## config.mk

```make
export PLATFORM = sky130hd
export DESIGN_NAME = irq_active_resolver
export DESIGN_NICKNAME = d
export VERILOG_FILES = /design/src/rtl/irq_res_pkg.sv /design/src/rtl/irq_res_shortcut.sv /design/src/rtl/irq_res_bank_scan.sv /design/src/rtl/irq_desc_xlate.sv /design/src/rtl/irq_active_resolver.sv
export SDC_FILE = /design/constraint.sdc
export NUM_CORES = 1
export LEC_CHECK = 0
export BUFFER_PORTS_ARGS = -buffer_cell sky130_fd_sc_hd__buf_4
export CAP_MARGIN = 20
export CORE_ASPECT_RATIO = 1.25
export CORE_MARGIN = 1
export CORE_UTILIZATION = 43
export CTS_CLUSTER_DIAMETER = 120
export DETAILED_ROUTE_END_ITERATION = 7
export HOLD_SLACK_MARGIN = 0.08
export PLACE_DENSITY = 0.92
export SETUP_SLACK_MARGIN = 0.2
export SYNTH_ARGS = -nofsm -noshare
export SYNTH_HDL_FRONTEND = slang
export SYNTH_HIERARCHICAL = 1
export SYNTH_SLANG_ARGS = --single-unit
```

## constraint.sdc

```tcl
create_clock -name clk -period 2.18 [get_ports clk]
set_input_delay 0.109 -clock clk [delete_from_list [all_inputs] [get_ports clk]]
set_output_delay 0.109 -clock clk [all_outputs]
set_load 0.01 [all_outputs]
```

## src/rtl/irq_res_pkg.sv

```systemverilog
package irq_res_pkg;

    localparam int BASIC_W     = 21;
    localparam int BANK_W      = 32;
    localparam int BANK_IDX_W  = $clog2(BANK_W);
    localparam int NUM_W       = 7;
    localparam int IDX_W       = 6;
    localparam int DIRECT_N    = 8;
    localparam int BANK1_BASE  = DIRECT_N;
    localparam int BANK2_BASE  = BANK1_BASE + BANK_W;
    localparam int SOURCES     = BANK2_BASE + BANK_W;
    localparam int SUM1_BIT    = 8;
    localparam int SUM2_BIT    = 9;
    localparam int SC1_N       = 5;
    localparam int SC2_N       = 6;
    localparam int SC1_BIT0    = 10;
    localparam int SC2_BIT0    = SC1_BIT0 + SC1_N;
    localparam int STAGES      = 5;
    localparam logic [NUM_W-1:0] NUM_NONE = '1;

    typedef struct packed {
        logic             valid;
        logic [NUM_W-1:0] num;
    } irq_result_t;

    typedef enum logic [1:0] {
        BANK_DIRECT = 2'd0,
        BANK_ONE    = 2'd1,
        BANK_TWO    = 2'd2,
        BANK_BAD    = 2'd3
    } bank_sel_e;

    localparam irq_result_t RESULT_NONE = '{valid: 1'b0, num: NUM_NONE};

    function automatic irq_result_t make_result(input logic [NUM_W-1:0] n);
        irq_result_t r;
        r.valid = 1'b1;
        r.num   = n;
        return r;
    endfunction

    // Bank line mirrored by shortcut slot k (search order within the bank).
    function automatic logic [BANK_IDX_W-1:0] sc_line(input int bank, input int k);
        logic [BANK_IDX_W-1:0] l;
        if (bank == 1) begin
            case (k)
                0:       l = 5'd7;
                1:       l = 5'd9;
                2:       l = 5'd10;
                3:       l = 5'd18;
                default: l = 5'd19;
            endcase
        end else begin
            case (k)
                0:       l = 5'd21;
                1:       l = 5'd22;
                2:       l = 5'd23;
                3:       l = 5'd24;
                4:       l = 5'd25;
                default: l = 5'd30;
            endcase
        end
        return l;
    endfunction

    function automatic logic [BANK_W-1:0] sc_mask(input int bank);
        logic [BANK_W-1:0] m;
        int n;
        m = '0;
        n = (bank == 1) ? SC1_N : SC2_N;
        for (int k = 0; k < n; k++) m[sc_line(bank, k)] = 1'b1;
        return m;
    endfunction

    function automatic logic [BANK_IDX_W-1:0] lowest_set(input logic [BANK_W-1:0] v);
        logic [BANK_IDX_W-1:0] r;
        r = '0;
        for (int i = BANK_W - 1; i >= 0; i--) if (v[i]) r = BANK_IDX_W'(i);
        return r;
    endfunction

endpackage

```

## src/rtl/irq_res_shortcut.sv

```systemverilog
module irq_res_shortcut
    import irq_res_pkg::*;
#(
    parameter int BANK_ID = 1
) (
    input  logic [BASIC_W-1:0] basic_pend,
    output irq_result_t        res
);
    localparam int NSC  = (BANK_ID == 1) ? SC1_N : SC2_N;
    localparam int BIT0 = (BANK_ID == 1) ? SC1_BIT0 : SC2_BIT0;
    localparam int BASE = (BANK_ID == 1) ? BANK1_BASE : BANK2_BASE;

    always_comb begin
        res = RESULT_NONE;
        for (int k = NSC - 1; k >= 0; k--) begin
            if (basic_pend[BIT0 + k])
                res = make_result(NUM_W'(BASE) + NUM_W'(sc_line(BANK_ID, k)));
        end
    end
endmodule

```

## src/rtl/irq_res_bank_scan.sv

```systemverilog
module irq_res_bank_scan
    import irq_res_pkg::*;
#(
    parameter int BANK_ID = 1
) (
    input  logic              summary,
    input  logic [BANK_W-1:0] bank_pend,
    output irq_result_t       res
);
    localparam int BASE = (BANK_ID == 1) ? BANK1_BASE : BANK2_BASE;
    localparam logic [BANK_W-1:0] KEEP = ~sc_mask(BANK_ID);

    logic [BANK_W-1:0] rest;

    always_comb begin
        rest = bank_pend & KEEP;
        res  = RESULT_NONE;
        if (summary && (rest != '0))
            res = make_result(NUM_W'(BASE) + NUM_W'(lowest_set(rest)));
    end
endmodule

```

## src/rtl/irq_desc_xlate.sv

```systemverilog
module irq_desc_xlate
    import irq_res_pkg::*;
(
    input  logic [1:0]       desc_bank,
    input  logic [IDX_W-1:0] desc_index,
    output irq_result_t      res
);
    always_comb begin
        res = RESULT_NONE;
        case (bank_sel_e'(desc_bank))
            BANK_DIRECT:
                if (desc_index < IDX_W'(DIRECT_N))
                    res = make_result(NUM_W'(desc_index));
            BANK_ONE:
                if (desc_index < IDX_W'(BANK_W))
                    res = make_result(NUM_W'(BANK1_BASE) + NUM_W'(desc_index));
            BANK_TWO:
                if (desc_index < IDX_W'(BANK_W))
                    res = make_result(NUM_W'(BANK2_BASE) + NUM_W'(desc_index));
            default: res = RESULT_NONE;
        endcase
    end
endmodule

```

## src/rtl/irq_active_resolver.sv

```systemverilog
module irq_active_resolver
    import irq_res_pkg::*;
#(
    parameter bit REG_OUT = 1'b1
) (
    input  logic               clk,
    input  logic               rst,
    input  logic [BASIC_W-1:0] basic_pend,
    input  logic [BANK_W-1:0]  bank1_pend,
    input  logic [BANK_W-1:0]  bank2_pend,
    input  logic [1:0]         desc_bank,
    input  logic [IDX_W-1:0]   desc_index,
    output logic               irq_valid,
    output logic [NUM_W-1:0]   irq_num,
    output logic [NUM_W-1:0]   desc_num,
    output logic               desc_invalid
);
    // Stage order is the search priority: index 0 wins.
    irq_result_t stage [STAGES];
    irq_result_t pick;
    irq_result_t xl;

    always_comb begin
        stage[0] = RESULT_NONE;
        if (basic_pend[DIRECT_N-1:0] != '0)
            stage[0] = make_result(NUM_W'(lowest_set(BANK_W'(basic_pend[DIRECT_N-1:0]))));
    end

    irq_res_shortcut #(.BANK_ID(1)) u_sc1 (.basic_pend(basic_pend), .res(stage[1]));
    irq_res_shortcut #(.BANK_ID(2)) u_sc2 (.basic_pend(basic_pend), .res(stage[2]));

    irq_res_bank_scan #(.BANK_ID(1)) u_bk1 (
        .summary(basic_pend[SUM1_BIT]), .bank_pend(bank1_pend), .res(stage[3]));
    irq_res_bank_scan #(.BANK_ID(2)) u_bk2 (
        .summary(basic_pend[SUM2_BIT]), .bank_pend(bank2_pend), .res(stage[4]));

    always_comb begin
        pick = RESULT_NONE;
        for (int s = STAGES - 1; s >= 0; s--)
            if (stage[s].valid) pick = stage[s];
    end

    generate
        if (REG_OUT) begin : g_reg
            irq_result_t held;
            always_ff @(posedge clk) begin
                if (rst) held <= RESULT_NONE;
                else     held <= pick;
            end
            assign irq_valid = held.valid;
            assign irq_num   = held.num;
        end else begin : g_comb
            assign irq_valid = pick.valid;
            assign irq_num   = pick.num;
        end
    endgenerate

    irq_desc_xlate u_xlate (.desc_bank(desc_bank), .desc_index(desc_index), .res(xl));

    assign desc_num     = xl.num;
    assign desc_invalid = !xl.valid;
endmodule

```

==> run metrics, run 1 <==
Multi-input gate area=1401 um2; Netlist cell types=63; Total Wirelength=4768 um; CTS Buffer Depth=2; initial antenna violation count=0; PortBufs=99; CTS Sinks=8; ratio of cells with drive above 1 in the final layout=0.3913; Global Route met3 Usage=0.01064; Total GRT Usage=0.2264; n_diodes=0; Area growth syn-to-layout=48.58%; Leak=0.001109 uW; Final #Nets=445; combinational share of power=0.519; vias in the first global route=2024; cells after synthesis=246; Clk pwr share=0.255; FF+latch count, synth=8; Rows=25; Top FF cell, synth=dfxtp_1; syn nets=344; Area contributors post-synth=dfxtp_1 (9.3%), nor2_1 (5.9%), a21oi_1 (5.2%); Die W=58.58 um; largest net degree at the start of global routing=16; Setup Viol. Count Final=0; Placer Congestion=0.8022; dpl cells=395; CP Capture Type=register; met1 Use GR=0.2564; GRT busiest layer=met2; Synth area leader=dfxtp_1; outcome=complete, no violations; Post-Synthesis Cell Area=1720 um2; Worst Hold Class=in2reg; Final Non-Filler Cells=399; CTS Buf Count=3; min Tclk post-route=1.943 ns; Crit. Startpoint=bank1_pend[20]; hold path start=rst; DRT Pass-1 Iters=4; Vias=2210; I/O pin total=111; Pwr Density=273.8 nW/um2; share of power burned in registers=0.226; clock root buffer=clkbuf_8; maxcap violations=0; global route total overflow=0; Final Hold Fails=0; Slew @ Worst Pin=0.4580 ns; Sw Share=0.3296; most common cell in the netlist=nor2_1; worst endpoint required time=2.30 ns; CTS tree=yes; fillers=371; post-DR wirelength/cell=11.95 um; die height=72.72 um; Worst IR Drop VDD=171.4 uV; post-synth top area share=0.09309; crit start category=input port; Via density=5.539; Seq/Total Area, Yosys=0.09309; Initial Util=0.4508; top cells by count, synth=nor2_1 (27), inv_1 (23), a21oi_1 (18), o21ai_0 (18), nand2_1 (13); fin crit share=0.8913; sw power=230.7 uW; Clk pin slew, worst setup/hold paths=0.04 ns; slew margin rel.=0.6918; Worst EP arrival=2.06 ns; critical setup path kind=in2reg; Synth warnings=6; htree depth=1; Post-synth EDFFs=0; M2 GR Usage=0.4483; upper clock frequency limit=514.7 MHz; core box area=3816 um2; ys async rst share=0; Reg area=160.2 um2; die area=4260 um2; Max Slew Vio Count=0; Avg Inst Size Synth=6.993 um2; unrepaired setup endpoints after global routing=true; 1st-iter DRT viols=66; DR DRC count=0; post-route ant nets=0; CP max FO=3; post-DP HPWL=4152 um; first-pass GRT wire length=7962 um; internal power=469.3 uW; Total Power Consumption=700.0 uW
==> path summary, 6_finish.rpt <==
check | endpoint | slack (ns) | cells past startpoint
worst max-delay path | irq_num[4] | 0.24 | 10
worst min-delay path | irq_valid | 0.10 | 2
==> placed cells by master, fill, tap and decap left out, types with 7 or more instances in the layout <==
cell type,count
nor2_1,27
a21oi_1,18
a31o_1,7
buf_4,105
o21ai_0,17
nand2b_1,10
nor3_1,7
nand2_1,13
dfxtp_1,8
nor4_1,10
inv_1,23
==> logic make-up (layout without fill, tap and decap cells) <==
family,after synthesis,count (layout),share of synthesized area
muxes,1,1,0.005818
buffers and inverters,35,134,0.09672
DFF,8,8,0.09309
adders and majority gates,3,3,0.02182
AOI/OAI and AO/OA,94,94,0.3935
and+or+nand+nor,105,105,0.3891
==> critical path: stages <==
cell and delay [ns]:
buf_4 0.12, or4_4 0.55, nor3_4 0.14, nand3_2 0.09
nor2b_1 0.16, ha_1 0.27, nand2b_2 0.16, o22ai_1 0.16
o21ai_1 0.08, a31o_1 0.21
==> metal layers <==
| metal | up-vias | routed length, um |
|---|---|---|
| met5 | - | 0 |
| met4 | 0 | 68 |
| met3 | 6 | 163 |
| met2 | 66 | 2668 |
| met1 | 996 | 1867 |
| li1 | 1142 | - |
==> power groups by stage <==
stage	Sequential, uW	Combinational [uW]	Clock [uW]
floorplan	165	140	0
global placement	160	353	0
detailed placement	161	361	0
CTS	158	362	181
global route	159	401	188
finish	158	363	179
==> state kept, by name, indices dropped and copies added, names as in the netlist <==
| name | cells |
|---|---|
| irq_num | 7 |
| irq_valid | 1 |
==> metrics by stage <==
step / cell area [um2] / utilization / setup WS, ns / hold slack (ns) / TNS (ns)
after global routing: 2556 / 0.6698 / 0.1487 / 0.1135 / 0
final: 2556 / 0.6698 / 0.2370 / 0.1038 / 0
after floorplan: 1728 / - / 0.2209 / 0.2389 / 0
after detailed placement: 2507 / 0.6570 / -0.03045 / 0.3360 / -0.03045
after CTS: 2549 / 0.6679 / 0.2074 / 0.1014 / 0
after global placement: 2507 / 0.6570 / 0.009019 / 0.3344 / 0
==> timing repair <==
action | in CTS | in global routing
setup buffers | 0 | 1
resized for setup | 0 | 1
hold buffers | 0 | 0
setup endpoints to repair | 0 | 2
==> layout make-up <==
class                           count  area share
Multi-Input combinational cell    203      0.5482
Timing Repair Buffer              105      0.3084
Sequential cell                     8     0.06265
Inverter                           26     0.03818
Tap cell                           54     0.02643
Clock buffer                        3     0.01615
(Power assumes the default switching activity.)
==> run 2: changes to the inputs <==
--- a/config.mk
+++ b/config.mk
@@ -14,6 +14,7 @@
 export DETAILED_ROUTE_END_ITERATION = 7
 export HOLD_SLACK_MARGIN = 0.08
 export PLACE_DENSITY = 0.92
+export RECOVER_POWER = 25
 export SETUP_SLACK_MARGIN = 0.2
 export SYNTH_ARGS = -nofsm -noshare
 export SYNTH_HDL_FRONTEND = slang
==> run 2 against run 1 <==
  * Non-clock buffer count unchanged
  * Critical path type unchanged
  * Largest cell class unchanged
  * Sequential power about the same
  * Maximum frequency about the same
  * Final area down 0.88%
  * Worst setup slack about the same
  * Global-route usage unchanged
  * Combinational power down 1%
  * Critical path depth unchanged
  * Sequential share of layout area up 0.056 points
  * Die area unchanged
  * Cell count unchanged
  * Utilization down 0.59 points
==> run metrics, run 2 (same netlist as run 1, synthesis figures left out) <==
outcome=complete, no violations; Final Non-Filler Cells=399; min Tclk post-route=1.943 ns; Setup Viol. Count Final=0; slew margin rel.=0.6918; dpl cells=395; maxcap violations=0; core box area=3816 um2; first-pass GRT wire length=7962 um; CTS Buf Count=3; Total GRT Usage=0.2264; commonest non-fill, non-tap cell in the layout=buf_4; global route total overflow=0; crit start category=input port; combinational share of power=0.516; Total Wirelength=4776 um; CTS tree=yes; most frequent cells in the layout=buf_4 (99), nor2_1 (27), inv_1 (23); share of power burned in registers=0.227; CTS Buffer Depth=2; CP max FO=3; PortBufs=99; die area=4260 um2; vias in the first global route=2024; worst endpoint required time=2.30 ns; max reg flops=7; Area growth syn-to-layout=47.27%; sw power=230.7 uW; Worst EP arrival=2.06 ns; Worst IR Drop VDD=171.3 uV; Worst Hold Class=in2reg; Pwr Density=274.4 nW/um2; ratio of cells with drive above 1 in the final layout=0.3739; die height=72.72 um; upper clock frequency limit=514.7 MHz; Via density=5.531; Crit. Startpoint=bank1_pend[20]; Placer Congestion=0.8022; largest net degree at the start of global routing=16; Initial Util=0.4508; CTS Sinks=8; Final #Nets=445; 1st-iter DRT viols=66; Sw Share=0.3318; Clk pwr share=0.257; unrepaired setup endpoints after global routing=true; initial antenna violation count=0; clock root buffer=clkbuf_8; Leak=0.001087 uW; hold path start=rst; critical path's slowest cell=or4_4; I/O pin total=111; fin crit share=0.8913; Max Slew Vio Count=0; post-DP HPWL=4152 um; CP peak stage delay=0.55 ns; Vias=2207; post-route ant nets=0; htree depth=1; TNS Setup=0 ns; post-DR wirelength/cell=11.97 um; Rows=25; Die W=58.58 um; Final Hold Fails=0; worst path cell trace=buf_4 > or4_4 > nor3_4 > nand3_2 > nor2b_1 > ha_1 > nand2b_2 > o22ai_1 > o21ai_1 > a31o_1; internal power=464.6 uW; CP Capture Type=register; DR DRC count=0; critical setup path kind=in2reg; DRT Pass-1 Iters=4; Slew @ Worst Pin=0.4580 ns; Clk pin slew, worst setup/hold paths=0.04 ns; n_diodes=0
==> run 2: repair_timing <==
| action | 4_1_cts | 5_1_grt |
|---|---|---|
| resized for setup | 0 | 1 |
| buffers inserted | 0 | 1 |
| setup endpoints to repair | 0 | 2 |
| hold buffers | 0 | 0 |
==> run 2: critical path: cells and delay by family <==
kind	cells	cell delay, ns
AND/OR/NAND/NOR	5	1.10
AO/OA/AOI/OAI	3	0.45
adder cells (fa/ha/maj)	1	0.27
buffers and inverters	1	0.12
==> run 2: per-layer routing <==
layer,GRT usage,vias to the layer above,wire (um)
met5,0,-,0
met4,0.06085,0,68
met3,0.01064,6,164
met2,0.4483,64,2663
met1,0.2564,995,1879
li1,-,1142,-
==> run 2: worst paths after layout <==
check	depth (start not counted)	to	slack (ns)
worst max-delay path	10	irq_num[4]	0.24
worst min-delay path	2	irq_valid	0.10
==> run 2: metrics by stage <==
step	instance area [um2]	worst slack [ns]	hold slack, ns	utilization	power, uW
6_report	2534	0.2370	0.1039	0.6639	695.2
5_1_grt	2534	0.1487	0.1135	0.6639	743.0
4_1_cts	2549	0.2074	0.1014	0.6679	701.8
3_5_place_dp	2507	-0.03045	0.3360	0.6570	521.9
3_3_place_gp	2507	0.009019	0.3344	0.6570	512.8
2_1_floorplan	1728	0.2209	0.2389	-	305.6
==> run 2: power by group through the flow <==
| stage | combinational, uW | sequential [uW] | clock, uW |
|---|---|---|---|
| finish | 359 | 158 | 179 |
| global route | 396 | 159 | 188 |
| CTS | 362 | 158 | 181 |
| detailed placement | 361 | 161 | 0 |
| global placement | 353 | 160 | 0 |
| floorplan | 140 | 165 | 0 |
==> run 2: cell type report <==
class | instances | area, um2
Multi-Input combinational cell | 203 | 1401
Tap cell | 54 | 67.56
Fill cell | 376 | 1282
Clock buffer | 3 | 41.29
Sequential cell | 8 | 160.2
Inverter | 26 | 97.59
Timing Repair Buffer | 105 | 765.7
